<file path="src/rtl/crc32c_pkg.sv">
package crc32c_pkg;

    localparam int FLAG_W    = 6;
    localparam int ADDR_W    = 64;
    localparam int ADDR_OK_W = 40;
    localparam int CRC_W     = 32;

    localparam logic [CRC_W-1:0] CRC_POLY   = 32'h82F6_3B78;
    localparam logic [CRC_W-1:0] CRC_INIT   = 32'hFFFF_FFFF;
    localparam logic [CRC_W-1:0] CRC_XOROUT = 32'hFFFF_FFFF;

    localparam int FB_STORE  = 3;
    localparam int FB_TEST   = 4;
    localparam int FB_INLINE = 5;
    localparam logic [FLAG_W-1:0] FLAG_KNOWN = 6'h3F;

    typedef enum logic [1:0] {
        ST_OK       = 2'd0,
        ST_REJECT   = 2'd1,
        ST_MISMATCH = 2'd2
    } status_e;

    typedef enum logic [1:0] {
        MODE_ACCUM = 2'd0,
        MODE_STORE = 2'd1,
        MODE_TEST  = 2'd2
    } mode_e;

    typedef struct packed {
        logic [FLAG_W-1:0] flags;
        logic              copy;
        logic [ADDR_W-1:0] src;
        logic [ADDR_W-1:0] dst;
        logic [ADDR_W-1:0] res;
    } desc_t;

    function automatic logic [CRC_W-1:0] crc32c_byte(input logic [CRC_W-1:0] c,
                                                     input logic [7:0] b);
        logic [CRC_W-1:0] r;
        r = c ^ {{(CRC_W-8){1'b0}}, b};
        for (int k = 0; k < 8; k++) begin
            r = r[0] ? ((r >> 1) ^ CRC_POLY) : (r >> 1);
        end
        return r;
    endfunction

    function automatic logic addr_high_set(input logic [ADDR_W-1:0] a);
        return |a[ADDR_W-1:ADDR_OK_W];
    endfunction

endpackage

</file>
<file path="src/rtl/crc32c_desc_check.sv">
module crc32c_desc_check
    import crc32c_pkg::*;
(
    input  desc_t d,
    output logic  ok,
    output mode_e mode,
    output logic  inl
);
    logic st, te, unknown, flag_bad, addr_bad;

    always_comb begin
        st       = d.flags[FB_STORE];
        te       = d.flags[FB_TEST];
        inl      = d.flags[FB_INLINE];
        unknown  = |(d.flags & ~FLAG_KNOWN);
        flag_bad = (st && te) || (inl && !st && !te) || unknown;
        addr_bad = addr_high_set(d.src)
                 || (d.copy && addr_high_set(d.dst))
                 || (!inl && addr_high_set(d.res));
        ok       = !flag_bad && !addr_bad;
        if (st)      mode = MODE_STORE;
        else if (te) mode = MODE_TEST;
        else         mode = MODE_ACCUM;
    end
endmodule

</file>
<file path="src/rtl/crc32c_accum.sv">
module crc32c_accum
    import crc32c_pkg::*;
(
    input  logic             clk,
    input  logic             rst,
    input  logic             restart,
    input  logic             load_seed,
    input  logic [CRC_W-1:0] seed,
    input  logic             upd,
    input  logic [7:0]       data_byte,
    output logic [CRC_W-1:0] crc
);
    always_ff @(posedge clk) begin
        if (rst || restart) crc <= CRC_INIT;
        else if (load_seed) crc <= seed;
        else if (upd)       crc <= crc32c_byte(crc, data_byte);
    end

    AST_SEED_LOADED: assert property (@(posedge clk) disable iff (rst)
        (load_seed && !restart) |=> (crc == $past(seed)));
endmodule

</file>
<file path="src/rtl/crc32c_result.sv">
module crc32c_result
    import crc32c_pkg::*;
#(
    parameter int CNT_W = 16
)(
    input  logic [CRC_W-1:0]  crc_raw,
    input  logic [CRC_W-1:0]  cmp_word,
    input  logic              copy,
    input  logic              inl,
    input  logic [ADDR_W-1:0] src,
    input  logic [ADDR_W-1:0] dst,
    input  logic [ADDR_W-1:0] res,
    input  logic [CNT_W-1:0]  count,
    output logic [CRC_W-1:0]  crc_fin,
    output logic              match,
    output logic [ADDR_W-1:0] tgt_addr
);
    logic [ADDR_W-1:0] base;

    always_comb begin
        crc_fin  = crc_raw ^ CRC_XOROUT;
        match    = (crc_fin == cmp_word);
        base     = copy ? dst : src;
        tgt_addr = inl ? (base + {{(ADDR_W-CNT_W){1'b0}}, count}) : res;
    end
endmodule

</file>
<file path="src/rtl/crc32c_desc_unit.sv">
module crc32c_desc_unit
    import crc32c_pkg::*;
#(
    parameter int CNT_W = 16
)(
    input  logic              clk,
    input  logic              rst,
    input  logic              desc_valid,
    output logic              desc_ready,
    input  logic [FLAG_W-1:0] desc_flags,
    input  logic              desc_copy,
    input  logic              desc_seed_valid,
    input  logic [CRC_W-1:0]  desc_seed,
    input  logic [ADDR_W-1:0] desc_src,
    input  logic [ADDR_W-1:0] desc_dst,
    input  logic [ADDR_W-1:0] desc_res,
    input  logic [CRC_W-1:0]  desc_exp,
    input  logic              in_valid,
    output logic              in_ready,
    input  logic [7:0]        in_data,
    input  logic              in_last,
    output logic              done,
    output logic [1:0]        status,
    output logic              res_valid,
    output logic [ADDR_W-1:0] res_addr,
    output logic [CRC_W-1:0]  res_crc
);
    typedef enum logic [2:0] {S_IDLE, S_DATA, S_EXP, S_FIN, S_REJ} state_e;

    state_e            state;
    desc_t             d_in;
    logic              d_ok, d_inl;
    mode_e             d_mode;
    mode_e             mode_q;
    logic              inl_q, copy_q;
    logic [ADDR_W-1:0] src_q, dst_q, res_q;
    logic [CRC_W-1:0]  expw_q, exps_q;
    logic [CNT_W-1:0]  cnt_q;
    logic [1:0]        nexp_q;
    logic [CRC_W-1:0]  crc_raw, crc_fin, cmp_word;
    logic              match, accept, take, restart, load_seed;
    logic [ADDR_W-1:0] tgt_addr;
    status_e           status_w;

    assign d_in = '{flags: desc_flags, copy: desc_copy,
                    src: desc_src, dst: desc_dst, res: desc_res};

    crc32c_desc_check u_check (
        .d    (d_in),
        .ok   (d_ok),
        .mode (d_mode),
        .inl  (d_inl)
    );

    assign desc_ready = (state == S_IDLE);
    assign in_ready   = (state == S_DATA) || (state == S_EXP);
    assign accept     = desc_valid && desc_ready;
    assign take       = in_valid && in_ready;
    assign load_seed  = accept && d_ok && desc_seed_valid;
    assign restart    = (state == S_FIN) && (mode_q != MODE_ACCUM);

    crc32c_accum u_accum (
        .clk       (clk),
        .rst       (rst),
        .restart   (restart),
        .load_seed (load_seed),
        .seed      (desc_seed),
        .upd       (take && (state == S_DATA)),
        .data_byte (in_data),
        .crc       (crc_raw)
    );

    assign cmp_word = inl_q ? exps_q : expw_q;

    crc32c_result #(.CNT_W(CNT_W)) u_result (
        .crc_raw  (crc_raw),
        .cmp_word (cmp_word),
        .copy     (copy_q),
        .inl      (inl_q),
        .src      (src_q),
        .dst      (dst_q),
        .res      (res_q),
        .count    (cnt_q),
        .crc_fin  (crc_fin),
        .match    (match),
        .tgt_addr (tgt_addr)
    );

    always_ff @(posedge clk) begin
        if (rst) begin
            state  <= S_IDLE;
            mode_q <= MODE_ACCUM;
            inl_q  <= 1'b0;
            copy_q <= 1'b0;
            src_q  <= '0;
            dst_q  <= '0;
            res_q  <= '0;
            expw_q <= '0;
            exps_q <= '0;
            cnt_q  <= '0;
            nexp_q <= '0;
        end else begin
            unique case (state)
                S_IDLE: if (accept) begin
                    mode_q <= d_mode;
                    inl_q  <= d_inl;
                    copy_q <= desc_copy;
                    src_q  <= desc_src;
                    dst_q  <= desc_dst;
                    res_q  <= desc_res;
                    expw_q <= desc_exp;
                    cnt_q  <= '0;
                    nexp_q <= '0;
                    state  <= d_ok ? S_DATA : S_REJ;
                end
                S_DATA: if (take) begin
                    cnt_q <= cnt_q + CNT_W'(1);
                    if (in_last)
                        state <= (mode_q == MODE_TEST && inl_q) ? S_EXP : S_FIN;
                end
                S_EXP: if (take) begin
                    exps_q <= {in_data, exps_q[CRC_W-1:8]};
                    nexp_q <= nexp_q + 2'd1;
                    if (nexp_q == 2'd3) state <= S_FIN;
                end
                S_FIN:   state <= S_IDLE;
                S_REJ:   state <= S_IDLE;
                default: state <= S_IDLE;
            endcase
        end
    end

    always_comb begin
        status_w = ST_OK;
        if (state == S_REJ)
            status_w = ST_REJECT;
        else if (state == S_FIN && mode_q == MODE_TEST && !match)
            status_w = ST_MISMATCH;
    end

    assign done      = (state == S_FIN) || (state == S_REJ);
    assign status    = status_w;
    assign res_valid = (state == S_FIN) && (mode_q == MODE_STORE);
    assign res_addr  = tgt_addr;
    assign res_crc   = crc_fin;

    AST_DONE_PULSE: assert property (@(posedge clk) disable iff (rst)
        done |=> !done);
    AST_READY_EXCL: assert property (@(posedge clk) disable iff (rst)
        !(desc_ready && in_ready));
    AST_REJ_AFTER_ACCEPT: assert property (@(posedge clk) disable iff (rst)
        (done && status == ST_REJECT) |-> $past(desc_valid && desc_ready));
    AST_REJ_KEEPS_CRC: assert property (@(posedge clk) disable iff (rst)
        (done && status == ST_REJECT) |-> $stable(crc_raw));
    AST_MISMATCH_TEST: assert property (@(posedge clk) disable iff (rst)
        (done && status == ST_MISMATCH) |-> (mode_q == MODE_TEST));
    AST_RES_WITH_OK: assert property (@(posedge clk) disable iff (rst)
        res_valid |-> (done && status == ST_OK));
    AST_REINIT: assert property (@(posedge clk) disable iff (rst)
        (done && status != ST_REJECT && mode_q != MODE_ACCUM) |=> (crc_raw == CRC_INIT));
endmodule

</file>
<file path="config.mk">
export PLATFORM = sky130hd
export DESIGN_NAME = crc32c_desc_unit
export DESIGN_NICKNAME = d
export VERILOG_FILES = /design/src/rtl/crc32c_pkg.sv /design/src/rtl/crc32c_desc_check.sv /design/src/rtl/crc32c_accum.sv /design/src/rtl/crc32c_result.sv /design/src/rtl/crc32c_desc_unit.sv
export SDC_FILE = /design/constraint.sdc
export NUM_CORES = 1
export LEC_CHECK = 0
export ABC_CLOCK_PERIOD_IN_PS = 5500
export BUFFER_PORTS_ARGS = -buffer_cell sky130_fd_sc_hd__buf_2
export CAP_MARGIN = 20
export CORE_ASPECT_RATIO = 2
export CORE_MARGIN = 2
export CORE_UTILIZATION = 50
export DETAILED_ROUTE_END_ITERATION = 7
export PLACE_DENSITY = 0.76
export SLEW_MARGIN = 20
export SYNTH_ARGS = -nofsm -noshare
export SYNTH_HDL_FRONTEND = slang
export SYNTH_HIERARCHICAL = 1
export SYNTH_SLANG_ARGS = --single-unit
</file>
<file path="constraint.sdc">
create_clock -name clk -period 5.5 [get_ports clk]
set_input_delay 0.825 -clock clk [delete_from_list [all_inputs] [get_ports clk]]
set_output_delay 0.825 -clock clk [all_outputs]
set_load 0.05 [all_outputs]
</file>
Word-level counts from Yosys, hierarchy flattened

Index checks and enable logic that the tools add are counted.
W data, S select, Z words.

Bits in registers: 313
Bits in latches: 0
Memory bits (writable): 0
Bits in read-only memories: 0
Logic and storage cells: 110
Memories kept: 0

Add/subtract/negate cells: 3
$mul: 0
Divide/modulo/power cells: 0
Order comparisons: 0
Equality and inequality tests: 13
Shift-type cells: 0
Multiplexer cells: 31
Bitwise operators: 10
Reduce and logical (&&, ||, !) cells: 41

Operators by type and width:

| kind                    | count |
|---|---|
| $mux W32                | 11 |
| $not A16 Y17            | 8 |
| $mux W64                | 2 |
| $reduce_or A24 Y1       | 3 |
| $add A64 B16 Y64        | 1 |
| $eq A32 B32 Y1          | 1 |
| $mux W16                | 2 |
| $not A32 Y32            | 1 |
| $pmux W16 S2            | 1 |
| $xor A32 B8 Y32         | 1 |
| $mux W3                 | 6 |
| $add A16 B1 Y16 const B | 1 |
| $logic_and A1 B1 Y1     | 16 |
| $mux W2                 | 6 |
| $pmux W3 S3             | 1 |
| $reduce_bool A2 Y1      | 4 |
| $eq A3 B2 Y1 const B    | 2 |
| $logic_not A1 Y1        | 6 |
| $logic_or A1 B1 Y1      | 6 |
| $ne A2 B2 Y1 const B    | 3 |
| $reduce_and A3 Y1       | 2 |
| $reduce_and A5 Y1       | 1 |
| $eq A2 B2 Y1 const B    | 2 |
| $ne A2 B1 Y1 const B    | 2 |
| 8 further kinds         | 9 |

Depth between registers and ports, before layout

Gate-level depths: netlist of run 1.

Depth after elaboration: 19
Mapped depth: 17
Mapped depth without buffers: 10

Hierarchy

Netlist of run 1, hierarchy kept.

By module, submodules not included:

| module            | times used | cells each | area each (um2) | sequential area each (um2) |
|---|---|---|---|---|
| crc32c_desc_unit  | 1          | 1301       | 10356.2         | 5625.4 |
| crc32c_result     | 1          | 628        | 4450.5          | 0.0 |
| crc32c_accum      | 1          | 251        | 2346.0          | 640.6 |
| crc32c_desc_check | 1          | 31         | 201.4           | 0.0 |

Worst setup path after synthesis of run 1

Ideal clock, no wire load.

Kind: register -> output
Start: register copy_q
End: output res_addr[41]
Data arrival time: 5.494 ns
Required time: 4.675 ns
Setup slack: -0.819 ns
Stages on the path, launching flop included: 16
Path buffers: 7
Cells stage by stage: dfxtp_1 > buf_2 > buf_2 > buf_2 > buf_1 > clkbuf_1 > buf_2 > mux2_2 > ha_1 > clkbuf_1 > a21oi_1 > o21ai_0 > nor2_1 > o21ai_1 > o211ai_1 > o311ai_0

Word-level cells in the longest chain between the ends: 3

RTL lines:

| item                   | line                    | text |
|---|---|---|
| from (decl)            | crc32c_desc_unit.sv:35  | `logic inl_q, copy_q;` |
| from (signal assigned) | crc32c_desc_unit.sv:107 | `copy_q <= desc_copy;` |
| $mux W64               | crc32c_result.sv:23     | `base = copy ? dst : src;` |
| $add A64 B16 Y64       | crc32c_result.sv:24     | `tgt_addr = inl ? (base + {{(ADDR_W-CNT_W){1'b0}}, count}) : res;` |
| $mux W64               | crc32c_result.sv:24     |  |
| to (decl)              | crc32c_desc_unit.sv:25  | `output logic [ADDR_W-1:0] res_addr,` |

No other way between the ends.

Worst setup path in the final report of run 1

Start: register copy_q
End: output res_addr[51]

The elaborated chain is that of the path after synthesis.

==> impl_metrics.tcl, run 1 <==
set metrics [dict create \
    die_area_mm2 0.0363 \
    wl_per_cell_um 20.1 \
    hp-class "reg2reg" \
    die_width_um 136 \
    synth.distinct_cells 76 \
    die_y_um 267 \
    dp_cells 2901 \
    syn_area_mm2 0.0174 \
    nets 2787 \
    drc 0 \
    fin_crit_ns 5.26 \
    drive_gt1_frac 0.234 \
    grt_antenna_before_repair 9 \
    cp.required_ns 4.68 \
    clock_latency_ns 0.58 \
    start_util 0.507 \
    tightest_slew_ns 1.04 \
    hold_ws_ns 0.451 \
    grt_max_degree 189 \
    dpl_worst_slack_ns 0.901 \
    critPathMaxFanout 22 \
    grt_first_pass_wirelength_mm 88.4 \
    cts_buffers 29 \
    gr-total-overflow 0 \
    dr.pass1.iters 7 \
    post_cts_buffers 0 \
    num_rows 96 \
    synthMuxAreaShare 0.0906 \
    async_flop_share 0 \
    drtAntennaViolNets 0 \
    worst_slack_ns 0.242 \
    cts.sinks 313 \
    outcome "completed" \
    tritoncts "yes" \
    hold_viol 0 \
    r2r-end "u_accum/crc[10]$_SDFFE_PP1P_" \
    regArea_mm2 0.00627 \
    finalSetupViolCount 0 \
    rr_startpoint "state[0]$_SDFFE_PP0P_" \
    syn_nets 2507 \
    relSlewSlack 0.307 \
    routed_wl_mm 59.4 \
    place.gp.congestion 0.993 \
    syn_avg_cell_area_um2 7.85 \
    synth_seq_area_share 0.361 \
    dr_total_vias 16907 \
    synth_compound_area_frac 0.163 \
    grt_usage 0.316 \
    clock-root-buffer "clkbuf_16" \
    reg2reg_depth 4 \
    cp-end-kind "output port" \
    min-delay-start "src_q[2]$_SDFFE_PP0P_" \
    drt_iter0_drc 1120 \
    maxCapViolCount 0 \
    synthAdderAreaFrac 0.0141 \
    syn-instance-count 2211 \
    clk_pin_slew_ns 0.06 \
    vias_per_cell 5.72 \
    yosysTopAreaCell "dfxtp_1" \
    cp-start-kind "flip-flop" \
    synth-xor-area-share 0.0981 \
    synth-simple-area-share 0.227 \
    cts_max_level 1 \
    cellPowerDensity_mw_per_mm2 352 \
    p_leak_nw 8.26 \
    min_path_cells 2 \
    whs_endpoint "src_q[2]$_SDFFE_PP0P_" \
    ios 379 \
    ys_ff_latch 313 \
    areaGrowthSynthToFinish_pct 17.7 \
    io_buffers 375 \
    finalMaxSlewViolations 0 \
    ctsHoldBuffers 0 \
    stdcell_count 2958 \
    multi_input_area_mm2 0.0103 \
    yosys-top-cells-area "dfxtp_1 36%, nand2_1 13%, a21oi_1 9.4%" \
    grt_pass1_vias 16442 \
    post_cts_resized 0 \
    ff2ff_setup_slack_ns 2.72 \
    period_share 0.956 \
    synth_edf_count 0 \
    core-area_mm2 0.0342 \
    yosys.area.top_type_share 0.361 \
    fmax_mhz 190 \
    fillers 3169 \
    synth_warnings 6 \
    peakVddDrop_v 0.000282 \
    critPathKind "reg2out" \
    hpwl_mm 45.1 \
    arrival_ns 4.43 \
    finalSetupTns_ns 0 \
    synth_top_family_by_area "simple AND/OR/NAND/NOR gates" \
    clock_skew_ns 0.0261 \
    rsz0062_at_grt "no" \
    cts_buffer_depth 3 \
    synth_ff_type "dfxtp_1" \
]
area by class of cell:
class / instances / area share
Antenna cell: 5 / 0.000613
Clock buffer: 37 / 0.0385
Clock inverter: 15 / 0.00974
Inverter: 42 / 0.00772
Multi-Input combinational cell: 1704 / 0.506
Sequential cell: 313 / 0.307
Tap cell: 441 / 0.0270
Timing Repair Buffer: 401 / 0.103
kinds of logic after synthesis:
family,count (synthesis)
xor+xnor,174
compound gates,490
buf+inv,194
mux,144
simple gates,877
flops,313
fa+ha+maj,19
placed cells by master, fill, tap and decap left out, types with 6 or more instances in the layout:
master / synthesis / final
xnor2_2: 6 / 6
clkbuf_16: 0 / 29
inv_1: 42 / 42
nand4_1: 24 / 24
nand2b_1: 17 / 17
nor4_1: 36 / 36
and3_1: 6 / 6
mux2i_1: 40 / 40
or4_1: 6 / 6
a21oi_1: 326 / 326
o211ai_1: 11 / 11
o21ai_0: 42 / 40
mux2_2: 104 / 104
xor2_1: 37 / 37
a22oi_1: 17 / 17
a21o_1: 8 / 8
buf_4: 5 / 23
a31oi_1: 7 / 7
nor3_1: 14 / 13
nand3b_1: 22 / 22
o31ai_1: 14 / 13
buf_2: 37 / 374
dfxtp_1: 313 / 311
xnor2_1: 123 / 123
nand2_1: 596 / 596
nor2_1: 58 / 57
a32oi_1: 6 / 6
nor2b_1: 18 / 18
ha_1: 18 / 18
a211oi_1: 13 / 13
nand3_1: 38 / 38
nor3b_1: 6 / 6
routing by layer:
| layer | GRT usage | part of all wire | up-vias |
|---|---|---|---|
| li1 | - | - | 8154 |
| met1 | 0.305 | 0.33 | 7822 |
| met2 | 0.590 | 0.52 | 689 |
| met3 | 0.0390 | 0.055 | 234 |
| met4 | 0.249 | 0.090 | 8 |
| met5 | 0 | 0.00077 | - |
cell usage after synthesis, drive strengths merged (3+ instances only):
cell type	count
a2111oi	5
a211oi	13
a21o	8
a21oi	326
a221o	4
a22oi	17
a31oi	7
a32o	3
a32oi	6
and2	5
and3	6
and4	5
buf	50
clkbuf	102
dfxtp	313
ha	18
inv	42
mux2	104
mux2i	40
nand2	596
nand2b	17
nand3	39
nand3b	24
nand4	24
nand4b	4
nor2	58
nor2b	18
nor3	14
nor3b	6
nor4	36
nor4b	6
o2111ai	4
o211ai	12
o21a	5
o21ai	45
o31ai	14
o41ai	5
or2	3
or3	5
or4	6
xnor2	132
xnor3	4
xor2	38
worst max path at each step:
stage / slack (ns) / to / start
finish: 0.24 / res_addr[51] / copy_q$_SDFFE_PP0P_
global route: 0.06 / res_addr[53] / copy_q$_SDFFE_PP0P_
CTS: 0.28 / res_addr[51] / copy_q$_SDFFE_PP0P_
detailed placement: 0.90 / res_addr[51] / copy_q$_SDFFE_PP0P_
global placement: 0.89 / res_addr[51] / copy_q$_SDFFE_PP0P_
floorplan: -0.22 / res_addr[41] / copy_q$_SDFFE_PP0P_
registers in the layout (all words and copies together), names as in the netlist:
signal       cells
cnt_q           16
copy_q           1
dst_q           64
exps_q          32
expw_q          32
inl_q            1
mode_q           2
nexp_q           2
res_q           64
src_q           64
state            3
u_accum/crc     32
where the power goes:
| group | internal, W | switching [W] |
|---|---|---|
| Combinational | 0.000839 | 0.00148 |
| Sequential | 0.00249 | 0.000246 |
| Clock | 0.00120 | 0.000930 |
metrics by stage:
stage	cell area, um^2	utilization	total power [W]
after global routing	20400	0.596	0.00748
after CTS	20400	0.596	0.00720
after floorplan	17400	-	0.00443
after detailed placement	19400	0.567	0.00507
after global placement	19400	0.567	0.00504
final	20400	0.597	0.00719
critical path: stages, from the launching register on:
cell       delay [ns]
dfxtp_4          0.55
mux2_2           0.41
ha_1             0.38
and4_1           0.27
o21ai_0          0.20
a2111o_1         0.75
a2111oi_1        0.60
xnor2_1          0.18
mux2_2           0.29
buf_2            0.21
Power figures use the tool's default switching activity.
==> inputs of run 2 (changes only) <==
- BUFFER_PORTS_ARGS: -buffer_cell sky130_fd_sc_hd__buf_2 -> default
- CORE_UTILIZATION: 50 -> 45
- DONT_BUFFER_PORTS: default -> 1
- PLACE_DENSITY: 0.76 -> 0.61
==> run 2 against run 1 <==
Net effect: flip-flop and latch count stayed put; clock power up 4%; worst hold slack worse by 0.14 ns; clock skew is essentially flat; sequential power about the same; critical endpoint unchanged; fmax rose by 1.4%; via count decreased by 8.9%; critical path depth is the same; routed wire length grew 0.33%.
==> impl_metrics.tcl, run 2 (synthesis gave the netlist of run 1 again) <==
set metrics [dict create \
    outcome "completed" \
    hold_ws_ns 0.313 \
    peakVddDrop_v 0.000284 \
    die_width_um 143 \
    gr-total-overflow 0 \
    clock_latency_ns 0.59 \
    p_leak_nw 6.75 \
    grt_use_met1 0.273 \
    critPathKind "reg2out" \
    critPathLaunch "copy_q$_SDFFE_PP0P_" \
    num_rows 101 \
    grt_antenna_before_repair 1 \
    io_buffers 0 \
    grt_max_degree 272 \
    rr_startpoint "state[1]$_SDFFE_PP0P_" \
    finalMaxSlewViolations 0 \
    start_util 0.456 \
    clock_skew_ns 0.0263 \
    routed_wl_mm 59.6 \
    vias_per_cell 5.77 \
    maxCapViolCount 0 \
    cts_buffer_depth 3 \
    critPathMaxFanout 20 \
    arrival_ns 4.36 \
    cts_max_level 1 \
    cp-start-kind "flip-flop" \
    grt_first_pass_wirelength_mm 86.8 \
    hp-class "in2reg" \
    whs_endpoint "expw_q[25]$_SDFFE_PP0P_" \
    grt_pass1_vias 14906 \
    final_cell_mix "596 x nand2_1, 326 x a21oi_1, 311 x dfxtp_1" \
    cts_buffers 30 \
    clk_pin_slew_ns 0.07 \
    rsz0062_at_grt "no" \
    grt_usage 0.283 \
    fin_crit_ns 5.18 \
    ff2ff_setup_slack_ns 2.61 \
    dr.pass1.iters 7 \
    fmax_mhz 193 \
    post_cts_resized 0 \
    drc 0 \
    post_cts_buffers 0 \
    reg_top3 "dst_q (64), res_q (64), src_q (64)" \
    grt_use_met2 0.544 \
    tightest_slew_ns 1.11 \
    hold_viol 0 \
    areaGrowthSynthToFinish_pct 8.54 \
    ios 379 \
    r2r-end "u_accum/crc[10]$_SDFFE_PP1P_" \
    cp.required_ns 4.68 \
    final_common_cell "nand2_1" \
    period_share 0.943 \
    busiest_layer "met2" \
    reg2reg_depth 4 \
    die_area_mm2 0.0402 \
    min-delay-start "rst" \
    finalSetupViolCount 0 \
    drive_gt1_frac 0.107 \
    cp-end-kind "output port" \
    nets 2426 \
    clock-root-buffer "clkbuf_16" \
    p_total_w 0.00704 \
    core-area_mm2 0.0380 \
    relSlewSlack 0.263 \
    met3_usage 0.0496 \
    drtAntennaViolNets 0 \
    min_path_cells 1 \
    wl_per_cell_um 22.3 \
    n_antenna_cell 0 \
    drt_iter0_drc 935 \
    tritoncts "yes" \
    die_y_um 282 \
    hpwl_mm 44.1 \
    cts.sinks 313 \
    place.gp.congestion 0.981 \
    ctsHoldBuffers 0 \
    dr_total_vias 15400 \
    cellPowerDensity_mw_per_mm2 374 \
]
-- run 2: report_power, final --
part / internal, W / switching [W]
Sequential: 0.00249 / 0.000258
Combinational: 0.000736 / 0.00135
Clock: 0.00126 / 0.000948
-- run 2: metal layers --
metal | part of all wire | wire (um)
met1 | 0.33 | 19900
met2 | 0.54 | 32300
met3 | 0.057 | 3380
met4 | 0.067 | 4010
met5 | 0.00022 | 13
-- run 2: worst max path at each step --
| stage | endpoint | cells after the start |
|---|---|---|
| after floorplan | res_addr[41] | 15 |
| after global placement | res_addr[51] | 9 |
| after detailed placement | res_addr[51] | 9 |
| after CTS | res_addr[51] | 9 |
| after global routing | res_addr[51] | 9 |
| final | res_addr[51] | 9 |
-- run 2: critical path: stages (launching register included) --
cell and delay (ns):
dfxtp_4 0.55, mux2_2 0.42, ha_1 0.28, a21o_1 0.12
and4_1 0.22, o21ai_0 0.18, a2111o_1 0.76, a2111oi_1 0.58
xnor2_1 0.25, mux2_2 0.40
-- run 2: through the flow --
| step | std cells | worst slack, ns | setup TNS, ns | area, um^2 | util |
|---|---|---|---|---|---|
| floorplan | 2211 | -0.224 | -0.224 | 17400 | - |
| global placement | 2613 | 1.00 | 0 | 17800 | 0.468 |
| detailed placement | 2613 | 0.986 | 0 | 17800 | 0.468 |
| CTS | 2668 | 0.339 | 0 | 18800 | 0.495 |
| global route | 2668 | 0.113 | 0 | 18800 | 0.495 |
| finish | 2668 | 0.315 | 0 | 18800 | 0.495 |
-- run 2: area by class of cell --
class                           count  area (um^2)
Clock buffer                       42          846
Clock inverter                     13          188
Fill cell                        3840        19200
Inverter                           42          158
Multi-Input combinational cell   1704        10400
Sequential cell                   313         6270
Tap cell                          515          644
Timing Repair Buffer               39          368
